==> config.mk <==
export PLATFORM = sky130hd
export DESIGN_NAME = clkFailSwitch
export DESIGN_NICKNAME = d
export VERILOG_FILES = /design/src/rtl/clkswPkg.sv /design/src/rtl/clkswMonitor.sv /design/src/rtl/clkswDatapath.sv /design/src/rtl/clkswControl.sv /design/src/rtl/clkFailSwitch.sv
export SDC_FILE = /design/constraint.sdc
export NUM_CORES = 1
export LEC_CHECK = 0
export ABC_AREA = 1
export BUFFER_PORTS_ARGS = -buffer_cell sky130_fd_sc_hd__buf_2
export CORE_ASPECT_RATIO = 0.8
export CORE_MARGIN = 3
export CORE_UTILIZATION = 45
export DETAILED_ROUTE_END_ITERATION = 6
export HOLD_SLACK_MARGIN = 0.08
export PLACE_DENSITY = 0.71
export SYNTH_ARGS = -nofsm -noshare
export SYNTH_HDL_FRONTEND = slang
export SYNTH_SLANG_ARGS = --single-unit
==> constraint.sdc <==
create_clock -name sampClk -period 3 [get_ports sampClk]
set_input_delay 0.45 -clock sampClk [delete_from_list [all_inputs] [get_ports sampClk]]
set_output_delay 0.45 -clock sampClk [all_outputs]
set_load 0.03 [all_outputs]
==> src/rtl/clkswPkg.sv <==
package clkswPkg;
  localparam int NUM_REF = 2;

  // strobes from control to datapath
  typedef struct packed {
    logic [NUM_REF-1:0] setBad;   // detector timeouts to latch
    logic               clrBad;   // alarm clear of all flags
    logic               selLoad;  // write selection register
    logic               selNext;  // value written when selLoad
  } swStrobe_t;
endpackage

==> src/rtl/clkswMonitor.sv <==
module clkswMonitor #(
  parameter int TIMEOUT     = 12,
  parameter int SYNC_STAGES = 2
) (
  input  logic sampClk,
  input  logic masterRst,
  input  logic rawClk,
  output logic stuck
);
  localparam int CNT_W = $clog2(TIMEOUT + 1);
  localparam logic [CNT_W-1:0] LIMIT = CNT_W'(TIMEOUT);

  // synchronizer stages followed by one history stage
  logic [SYNC_STAGES:0] shiftQ;
  logic [CNT_W-1:0]     idleCnt;
  logic                 edgeSeen;

  always_ff @(posedge sampClk) begin
    if (masterRst) shiftQ <= '0;
    else           shiftQ <= {shiftQ[SYNC_STAGES-1:0], rawClk};
  end

  assign edgeSeen = shiftQ[SYNC_STAGES] ^ shiftQ[SYNC_STAGES-1];

  // idle counter: cleared by reset or a transition, saturates at LIMIT
  always_ff @(posedge sampClk) begin
    if (masterRst || edgeSeen) idleCnt <= '0;
    else if (idleCnt != LIMIT) idleCnt <= idleCnt + 1'b1;
  end

  assign stuck = (idleCnt == LIMIT);

  // a detected transition always withdraws the stuck indication
  a_r2_edge_restarts: assert property (@(posedge sampClk) disable iff (masterRst)
    edgeSeen |=> !stuck);

  // the detector leaves reset counting from zero
  a_r9_restart: assert property (@(posedge sampClk)
    masterRst |=> (idleCnt == '0) || masterRst);
endmodule

==> src/rtl/clkswDatapath.sv <==
module clkswDatapath
  import clkswPkg::*;
#(
  parameter int TIMEOUT     = 12,
  parameter int SYNC_STAGES = 2
) (
  input  logic               sampClk,
  input  logic               masterRst,
  input  logic [NUM_REF-1:0] refClk,
  input  swStrobe_t          strb,
  output logic [NUM_REF-1:0] timeout,
  output logic [NUM_REF-1:0] badFlag,
  output logic               selCur
);
  for (genvar i = 0; i < NUM_REF; i++) begin : g_mon
    clkswMonitor #(
      .TIMEOUT     (TIMEOUT),
      .SYNC_STAGES (SYNC_STAGES)
    ) u_mon (
      .sampClk   (sampClk),
      .masterRst (masterRst),
      .rawClk    (refClk[i]),
      .stuck     (timeout[i])
    );

    // a raised flag holds unless cleared
    a_r3_flag_latched: assert property (@(posedge sampClk) disable iff (masterRst)
      badFlag[i] && !strb.clrBad |=> badFlag[i]);

    // a flag rises only after its detector timed out
    a_r1_flag_needs_timeout: assert property (@(posedge sampClk) disable iff (masterRst)
      $rose(badFlag[i]) |-> $past(timeout[i]));
  end

  // latched failure flags
  always_ff @(posedge sampClk) begin
    if (masterRst || strb.clrBad) badFlag <= '0;
    else                          badFlag <= badFlag | strb.setBad;
  end

  // selection register, written only by control
  always_ff @(posedge sampClk) begin
    if (strb.selLoad) selCur <= strb.selNext;
  end

  // an alarm clear empties both flags at the next edge
  a_r4_alarm_clears: assert property (@(posedge sampClk) disable iff (masterRst)
    strb.clrBad |=> badFlag == '0);
endmodule

==> src/rtl/clkswControl.sv <==
module clkswControl
  import clkswPkg::*;
(
  input  logic               sampClk,
  input  logic               masterRst,
  input  logic               alarmClr,
  input  logic               manOverride,
  input  logic               selPin,
  input  logic [NUM_REF-1:0] timeout,
  input  logic [NUM_REF-1:0] badFlag,
  input  logic               selCur,
  output swStrobe_t          strb
);
  logic curBad;
  logic otherBad;

  assign curBad   = badFlag[selCur];
  assign otherBad = badFlag[!selCur];

  always_comb begin
    strb        = '0;
    strb.setBad = timeout;
    strb.clrBad = alarmClr;
    strb.selNext = selCur;
    if (masterRst || manOverride || alarmClr) begin
      strb.selLoad = 1'b1;
      strb.selNext = selPin;
    end else if (curBad && !otherBad) begin
      strb.selLoad = 1'b1;
      strb.selNext = !selCur;
    end
  end

  // override makes the selection follow the pin
  a_r8_override_follows: assert property (@(posedge sampClk) disable iff (masterRst)
    manOverride |=> selCur == $past(selPin));

  // a failed selection with a healthy alternative flips
  a_r5_switch_away: assert property (@(posedge sampClk) disable iff (masterRst)
    !manOverride && !alarmClr && curBad && !otherBad |=> selCur != $past(selCur));

  // the selection does not move while its own reference is healthy
  a_r6_other_fail_no_switch: assert property (@(posedge sampClk) disable iff (masterRst)
    !manOverride && !alarmClr && !curBad |=> $stable(selCur));

  // both flagged means hold
  a_r7_both_bad_hold: assert property (@(posedge sampClk) disable iff (masterRst)
    !manOverride && !alarmClr && curBad && otherBad |=> $stable(selCur));
endmodule

==> src/rtl/clkFailSwitch.sv <==
module clkFailSwitch
  import clkswPkg::*;
#(
  parameter int TIMEOUT     = 12,
  parameter int SYNC_STAGES = 2
) (
  input  logic sampClk,
  input  logic masterRst,
  input  logic refClk0,
  input  logic refClk1,
  input  logic alarmClr,
  input  logic manOverride,
  input  logic selPin,
  output logic badFlag0,
  output logic badFlag1,
  output logic clkSelected
);
  swStrobe_t          strb;
  logic [NUM_REF-1:0] timeout;
  logic [NUM_REF-1:0] badFlag;
  logic               selCur;

  clkswDatapath #(
    .TIMEOUT     (TIMEOUT),
    .SYNC_STAGES (SYNC_STAGES)
  ) u_dp (
    .sampClk   (sampClk),
    .masterRst (masterRst),
    .refClk    ({refClk1, refClk0}),
    .strb      (strb),
    .timeout   (timeout),
    .badFlag   (badFlag),
    .selCur    (selCur)
  );

  clkswControl u_ctl (
    .sampClk     (sampClk),
    .masterRst   (masterRst),
    .alarmClr    (alarmClr),
    .manOverride (manOverride),
    .selPin      (selPin),
    .timeout     (timeout),
    .badFlag     (badFlag),
    .selCur      (selCur),
    .strb        (strb)
  );

  assign badFlag0    = badFlag[0];
  assign badFlag1    = badFlag[1];
  assign clkSelected = selCur;  // 0 = reference 0, 1 = reference 1
endmodule

==> results of run 1 <==
## cells by family (layout without fill, tap and decap cells)
family	Yosys count	after routing	synth area share
adders and majority gates	4	4	0.06568
xor gates and xnor gates	2	2	0.02299
and+or+nand+nor	44	44	0.2709
AOI/OAI and AO/OA	11	11	0.07225
buffers and inverters	20	32	0.1084
DFF	17	17	0.4598
## cell type report
type | instances | area, um^2
Tap cell | 21 | 26.28
Clock buffer | 3 | 22.52
Clock inverter | 1 | 5.005
Fill cell | 142 | 636.9
Multi-Input combinational cell | 61 | 329.1
Inverter | 19 | 71.32
Timing Repair Buffer | 9 | 45.04
Sequential cell | 17 | 350.3
## final timing paths
check | startpoint | cells past startpoint | end | slack (ns)
hold / removal | refClk1 | 3 | u_dp.g_mon[1].u_mon.shiftQ[0] | 0.36
setup reg to reg | u_dp.g_mon[1].u_mon.idleCnt[0] | 5 | u_dp.g_mon[1].u_mon.idleCnt[1] | 1.84
hold reg to reg | u_dp.g_mon[0].u_mon.shiftQ[0] | 2 | u_dp.g_mon[0].u_mon.shiftQ[1] | 0.41
setup / recovery | u_dp.selCur | 1 | clkSelected | 1.66
## registers in the layout (all words and copies together) (netlist names)
| signal | cells |
|---|---|
| u_dp.badFlag | 2 |
| u_dp.g_mon.u_mon.idleCnt | 8 |
| u_dp.g_mon.u_mon.shiftQ | 6 |
| u_dp.selCur | 1 |
## Yosys cell counts
cell type	n	area share
a21oi_1	10	0.066
buf_6	1	0.015
dfxtp_1	16	0.42
edfxtp_1	1	0.039
ha_1	4	0.066
inv_1	19	0.094
nand2_1	22	0.11
nand2_2	2	0.016
nand3_1	7	0.046
nand3b_1	1	0.0099
nand4_1	1	0.0082
nor2_1	8	0.039
nor2_2	2	0.016
nor2_8	1	0.026
o21ai_0	1	0.0066
xnor2_1	2	0.023
## per-stage QoR
step | total power [uW] | util | instances | instance area (um^2)
floorplan | 285.6 | - | 98 | 762.0
global placement | 294.9 | 0.5530 | 127 | 822.0
detailed placement | 297.3 | 0.5530 | 127 | 822.0
CTS | 413.4 | 0.5715 | 131 | 849.6
global route | 431.6 | 0.5715 | 131 | 849.6
finish | 407.5 | 0.5715 | 131 | 849.6
## worst reg2reg max path: stages (launching register included)
cell     delay [ns]
dfxtp_1        0.40
inv_1          0.08
ha_1           0.22
nand3_1        0.17
nand2_1        0.08
a21oi_1        0.14
## report_power, final
| part | total (uW) | switching (uW) | internal (uW) |
|---|---|---|---|
| clock network | 116 | 66.4 | 49.6 |
| registers | 249 | 9.89 | 239 |
| logic | 42.8 | 24.9 | 18.0 |
## routing by layer
layer | part of all wire | vias up | wire length, um
met3 | 0.082 | 0 | 98
met2 | 0.40 | 16 | 478
met1 | 0.51 | 259 | 612
met5 | 0 | - | 0
li1 | - | 324 | -
met4 | 0 | 0 | 0
## cells in the final DEF, fill, tap and decap left out
cell,instances
nand3b_1,1
clkinv_2,1
nor2_2,2
ha_1,4
nand2_2,2
inv_1,19
a21oi_1,10
nand2_1,22
o21ai_0,1
nand3_1,7
dfxtp_1,16
nand4_1,1
edfxtp_1,1
clkbuf_4,3
buf_2,9
nor2_8,1
xnor2_1,2
nor2_1,8
==> flow_summary.ini, run 1 <==
[clock_network]
clk_pin_slew_ns = 0.09
postCtsSetupBuffers = 0
worstSkewPairLatency_ns = 0.29
clockBufferDepth = 2
h-tree-depth = 1
cts_resized = 0
cts_tree = done
cts_root_buffer = clkbuf_4
cts_made_buffers = 3
cts_hold_buf = 0
cts_num_sinks = 17

[timing]
setup_tns_ns = 0
worst_slew_pin_slew_ns = 0.2128
whs_ns = 0.3608
slew_violations = 0
rsz0062_at_grt = false
finalCritPeriodShare = 0.4466
setup_slack_ns = 1.660
hold_viol_final = 0
relSlewSlack = 0.8579
setup_viol = 0
fmax_ghz = 0.7464
skew_ns = 0.006114
period_needed_ns = 1.340

[floorplanning]
start_util = 0.5126
die-area_um2 = 2226
io_pins = 10
row_count = 12
core_area_um2 = 1486
die_w_um = 52.01
die_h_um = 42.81

[detailed_routing]
first_pass_iters = 4
drtIter0Drc = 8
final_antenna_net_count = 0
vias = 599
wl_per_cell_um = 9.076
drt_wl_total_um = 1189
vias_per_cell = 4.573
drc = 0

[synthesis]
syn_avg_cell_area_um2 = 7.775
ys_ff_latch = 17
syn_area_um2 = 762.0
yosysWarnings = 0
yosysSeqAreaShare = 0.4598
synthesis.nets = 109
synthCells = 98
yosysUniqueCellTypes = 16

[global_routing]
grtUsageTotal = 0.1312
grt_pass1_vias = 532
grtUsageMet2 = 0.1754
use_met1 = 0.1791
grt-ovfl-total = 0
grt_antenna_before_repair = 0
grt_start_max_net_pins = 11
grt_pass1_wl_um = 2139
gr-usage-met3 = 0.06316
grt_busiest_layer = met1

[power]
ir_worst_vdd_v = 0.0003084
power_density_nw_per_um2 = 479.7
cellLeakagePower_uw = 0.0003572

[setup_path]
crit_chain = buf_2
cpLargestDelayFamily = flip-flops
crit_slowest_cell = edfxtp_1
startpoint_type = register
arrival_ns = 0.89
critPathKind = reg2out
critPathMaxStageDelay_ns = 0.41
worst_setup_path_end_kind = output pin
worstPathRequired_ns = 2.55
cp_num_buf_inv = 1
crit_fanout = 3

[finish]
n_antenna_cell = 0
drive_gt1_frac = 0.1636
fin_nets = 122
syn_to_final_growth_pct = 11.49

[placed_design]
dp_worst_setup_slack_ns = 1.803
portBuffers = 9
dp_hpwl_um = 959
place.gp.congestion = 0.8004

[flow_run]
cap_violations = 0

[min_path]
hold_class = in2reg

[status]
status = finished clean
Note: power is estimated with default switching activity, not from simulation.
==> run 2: changes to the inputs <==
- ABC_AREA: 1 -> 0
- clock period: 3 -> 1.3 ns (I/O delays scaled with it)
==> flow_summary.ini, run 2 <==
[status]
status = finished clean

[synthesis]
syn_avg_cell_area_um2 = 10.29
synthFlopType = dfxtp_1
yosysSeqAreaShare = 0.4730
syn_area_um2 = 740.7
synth.area.top_cells = dfxtp_1, ha_1, nor2b_1
synthTopCellsByCount = dfxtp_1, nor2_1, nor2b_1
yosys.area.top_type = dfxtp_1
ys_ff_latch = 17
synthesis.nets = 83
yosysUniqueCellTypes = 21
yosysWarnings = 0
synth-edff-count = 1
synth.most_common_cell = dfxtp_1
yosysTopAreaCellShare = 0.4324
synthCells = 72
async_flop_share = 0

[timing]
relSlewSlack = 0.8475
setup_slack_ns = 0.09616
setup_tns_ns = 0
fmax_ghz = 0.8307
period_needed_ns = 1.204
skew_ns = 0.003576
setup_viol = 0
worst_slew_pin_slew_ns = 0.2283
slew_violations = 0
hold_viol_final = 0
rsz0062_at_grt = false
whs_ns = 0.09447
finalCritPeriodShare = 0.9260

[setup_path]
worstReg2RegEnd = u_dp.g_mon[0].u_mon.idleCnt[1]
r2r_start = u_dp.g_mon[0].u_mon.idleCnt[0]
worstPathRequired_ns = 1.50
startpoint_type = register
worst_setup_path_end_kind = register
r2r_slack_ns = 0.1
crit_fanout = 5
rr_worst_depth = 5
arrival_ns = 1.41
critPathKind = reg2reg

[placed_design]
portBuffers = 9
dp_hpwl_um = 922.7
dp_worst_setup_slack_ns = 0.1076
place.gp.congestion = 0.8034
dp_cells = 103

[global_routing]
grt_pass1_wl_um = 2263
grt-ovfl-total = 0
grt_start_max_net_pins = 11
grt_antenna_before_repair = 0
grtUsageTotal = 0.1451
grt_pass1_vias = 498

[floorplanning]
die-area_um2 = 2172
row_count = 12
core_area_um2 = 1471
io_pins = 10
die_h_um = 42.29
die_w_um = 51.36
start_util = 0.5034

[clock_network]
cts_tree = done
h-tree-depth = 1
cts_resized = 0
postCtsSetupBuffers = 0
cts_num_sinks = 17
cts_hold_buf = 0
cts_made_buffers = 3
clockBufferDepth = 2
cts_root_buffer = clkbuf_4
worstSkewPairLatency_ns = 0.30
clk_pin_slew_ns = 0.10

[min_path]
hold_depth = 2
hold_end = u_dp.g_mon[1].u_mon.shiftQ[0]
worstHoldStart = refClk1
hold_class = in2reg

[detailed_routing]
final_antenna_net_count = 0
wl_per_cell_um = 11.59
drtIter0Drc = 18
vias = 534
drt_wl_total_um = 1240
drc = 0
first_pass_iters = 6
vias_per_cell = 4.991

[finish]
top_regs = u_dp.g_mon.u_mon.idleCnt (8), u_dp.g_mon.u_mon.shiftQ (6), u_dp.badFlag (2)
regMostFlops = u_dp.g_mon.u_mon.idleCnt
drive_gt1_frac = 0.2558
mostFrequentLayoutCell = dfxtp_1
final_cell_mix = dfxtp_1, buf_2, nor2_1, nor2b_1, nor3_1
fin_nets = 98
n_antenna_cell = 0
post-route-util = 0.5731
final_cells = 107
syn_to_final_growth_pct = 13.85
largest_reg_flops = 8

[power]
power_density_nw_per_um2 = 1156
cellLeakagePower_uw = 0.0003503
ir_worst_vdd_v = 0.0008356

[flow_run]
cap_violations = 0
-- run 2: cell count changes after synthesis, moves of 3 or more --
| cell | change |
|---|---|
| inv_1 | -15 |
| nor2b_1 | +6 |
| nor3_1 | +5 |
| a21oi_1 | -8 |
| a31oi_1 | +4 |
| nor3b_1 | +3 |
| nand3_1 | -3 |
| nand2_1 | -19 |
-- run 2: how the worst max path moves through the flow --
stage	end	start	slack [ns]
floorplan	u_dp.selCur	u_dp.selCur	0.12
global placement	u_dp.g_mon[1].u_mon.idleCnt[1]	u_dp.g_mon[1].u_mon.idleCnt[1]	0.15
detailed placement	u_dp.g_mon[0].u_mon.idleCnt[1]	u_dp.g_mon[0].u_mon.idleCnt[0]	0.11
CTS	u_dp.g_mon[0].u_mon.idleCnt[1]	u_dp.g_mon[0].u_mon.idleCnt[0]	0.09
global route	u_dp.g_mon[0].u_mon.idleCnt[1]	u_dp.g_mon[0].u_mon.idleCnt[0]	0.004
finish	u_dp.g_mon[0].u_mon.idleCnt[1]	u_dp.g_mon[0].u_mon.idleCnt[0]	0.1
-- run 2: worst max-delay path, cell delays in order (launching register included) --
cell	delay (ns)
dfxtp_1	0.41
inv_1	0.07
ha_1	0.24
nand3_1	0.15
mux2i_1	0.20
nor2_1	0.05
-- run 2: cells by family after synthesis --
group | share of synthesized area
compound gates | 0.05404
simple gates | 0.2601
mux | 0.04223
buf+inv | 0.03547
flops | 0.4730
xor+xnor | 0.06757
fa+ha+maj | 0.06757
-- run 2: area by class of cell --
type / count / area [um^2]
Multi-Input combinational cell: 50 / 364.1
Clock inverter: 1 / 5.005
Sequential cell: 17 / 350.3
Fill cell: 155 / 628.1
Inverter: 4 / 15.01
Tap cell: 21 / 26.28
Timing Repair Buffer: 11 / 60.06
Clock buffer: 3 / 22.52
-- run 2: report_power, final --
| group | total (uW) | switching, uW | internal, uW | leakage, uW |
|---|---|---|---|---|
| sequential | 575 | 23.8 | 551 | 0.000142 |
| combinational | 114 | 58.0 | 56.3 | 0.000191 |
| clock | 285 | 170 | 115 | 0.0000177 |
-- run 2: layer usage --
layer	part of all wire	vias to the layer above	global-route usage
met1	0.48	245	0.1820
met5	0	-	0
met2	0.44	12	0.2107
met3	0.055	5	0.06762
li1	-	272	-
met4	0.015	0	0.06283
-- run 2: per-stage QoR --
step / total power (uW) / cell area [um^2]
finish: 974.5 / 843.3
global route: 1025 / 843.3
CTS: 988.6 / 843.3
detailed placement: 701.3 / 815.8
global placement: 696.4 / 815.8
floorplan: 666.6 / 740.7
==> run 3: changes to the inputs <==
- PLACE_DENSITY: 0.71 -> 0.65
==> flow_summary.ini, run 3 (synthesis gave the netlist of run 2 again) <==
[floorplanning]
die-area_um2 = 2172
die_h_um = 42.29
die_w_um = 51.36
core_area_um2 = 1471
row_count = 12
io_pins = 10
start_util = 0.5034

[setup_path]
r2r_slack_ns = 0.13
crit_slowest_cell = dfxtp_1
crit_chain = inv_1 > ha_1 > nand3_1 > mux2i_1 > nor2_1
worstReg2RegEnd = u_dp.g_mon[1].u_mon.idleCnt[1]
worstPathRequired_ns = 1.48
startpoint_type = register
crit_fanout = 5
rr_worst_depth = 5
cpLargestDelayFamily = flip-flops
worst_setup_path_end_kind = register
critPathKind = reg2reg
cp_num_buf_inv = 1
critPathMaxStageDelay_ns = 0.40
r2r_start = u_dp.g_mon[1].u_mon.idleCnt[1]
arrival_ns = 1.35

[clock_network]
cts_hold_buf = 0
cts_root_buffer = clkbuf_4
cts_tree = done
clk_pin_slew_ns = 0.09
worstSkewPairLatency_ns = 0.28
clockBufferDepth = 2
cts_num_sinks = 17
cts_made_buffers = 3
h-tree-depth = 1

[timing]
slew_violations = 0
period_needed_ns = 1.171
fmax_ghz = 0.8539
skew_ns = 0.004482
finalCritPeriodShare = 0.9009
setup_viol = 0
worst_slew_pin_slew_ns = 0.2039
rsz0062_at_grt = false
relSlewSlack = 0.8638
hold_viol_final = 0
setup_tns_ns = 0

[placed_design]
dp_hpwl_um = 844.4
portBuffers = 9
place.gp.congestion = 0.7359

[detailed_routing]
final_antenna_net_count = 0
vias_per_cell = 4.824
first_pass_iters = 4
drc = 0
wl_per_cell_um = 10.12
drt_wl_total_um = 1093
vias = 521
drtIter0Drc = 14

[finish]
fin_nets = 99
final_cell_mix = dfxtp_1, buf_2, nor2_1, nor2b_1, nor3_1
drive_gt1_frac = 0.2644
mostFrequentLayoutCell = dfxtp_1
top_regs = u_dp.g_mon.u_mon.idleCnt (8), u_dp.g_mon.u_mon.shiftQ (6), u_dp.badFlag (2)
post-route-util = 0.5782
n_antenna_cell = 0
regMostFlops = u_dp.g_mon.u_mon.idleCnt
syn_to_final_growth_pct = 14.86
largest_reg_flops = 8

[min_path]
hold_end = u_dp.badFlag[0]
worstHoldStart = alarmClr
hold_depth = 2
hold_class = in2reg

[power]
ir_worst_vdd_v = 0.0009868
power_density_nw_per_um2 = 1123
cellLeakagePower_uw = 0.0003530

[global_routing]
grt-ovfl-total = 0
grt_start_max_net_pins = 11
grt_antenna_before_repair = 0
grt_pass1_wl_um = 1925
grtUsageTotal = 0.1191
grt_pass1_vias = 485

[status]
status = finished clean

[flow_run]
cap_violations = 0
-- run 3: metal layers --
metal | part of all wire | global-route usage | up-vias
met2 | 0.46 | 0.1802 | 20
met3 | 0.083 | 0.07473 | 0
met1 | 0.46 | 0.1463 | 226
met4 | 0 | 0.01571 | 0
li1 | - | - | 275
met5 | 0 | 0 | -
-- run 3: what timing repair did --
item	4_1_cts	5_1_grt
buffers inserted	0	0
endpoints found under the setup margin	0	1
resized for setup	0	1
-- run 3: worst register-to-register path, cell delays in order, from the launching register on --
cell and delay (ns):
dfxtp_1 0.40, inv_1 0.06, ha_1 0.22, nand3_1 0.15
mux2i_1 0.19, nor2_1 0.05
-- run 3: power breakdown --
part / internal (uW) / switching (uW) / leakage (uW)
combinational: 59.3 / 60.1 / 0.000196
sequential: 552 / 20.7 / 0.000142
clock: 119 / 144 / 0.0000150
total: 730 / 225 / 0.000353
-- run 3: cell type report --
cell class              count  area (um^2)
well taps                  21        26.28
multi-input cells          50        364.1
flip-flops and latches     17        351.6
repair buffers             12        67.56
inverters                   4        15.01
fillers                   145        620.6
clock buffers               4        26.28
-- run 3: how the worst max path moves through the flow --
stage,cells past startpoint,endpoint,start,slack [ns]
floorplan,2,u_dp.selCur,u_dp.selCur,0.12
global placement,5,u_dp.g_mon[0].u_mon.idleCnt[1],u_dp.g_mon[0].u_mon.idleCnt[1],0.15
detailed placement,5,u_dp.g_mon[0].u_mon.idleCnt[1],u_dp.g_mon[0].u_mon.idleCnt[1],0.11
CTS,5,u_dp.g_mon[0].u_mon.idleCnt[1],u_dp.g_mon[0].u_mon.idleCnt[1],0.10
global route,5,u_dp.g_mon[1].u_mon.idleCnt[1],u_dp.g_mon[1].u_mon.idleCnt[1],0.03
finish,5,u_dp.g_mon[1].u_mon.idleCnt[1],u_dp.g_mon[1].u_mon.idleCnt[1],0.13
-- run 3: per-stage QoR --
stage | power, uW | setup slack [ns] | hold slack, ns | instance area [um^2] | std cells
floorplan | 666.6 | 0.1228 | 0.2718 | 740.7 | 72
global placement | 700.1 | 0.1501 | 0.4088 | 823.3 | 104
detailed placement | 705.1 | 0.1148 | 0.4121 | 823.3 | 104
CTS | 975.5 | 0.1014 | 0.1107 | 849.6 | 108
global route | 1022 | 0.02831 | 0.1164 | 850.8 | 108
finish | 955.2 | 0.1289 | 0.1180 | 850.8 | 108
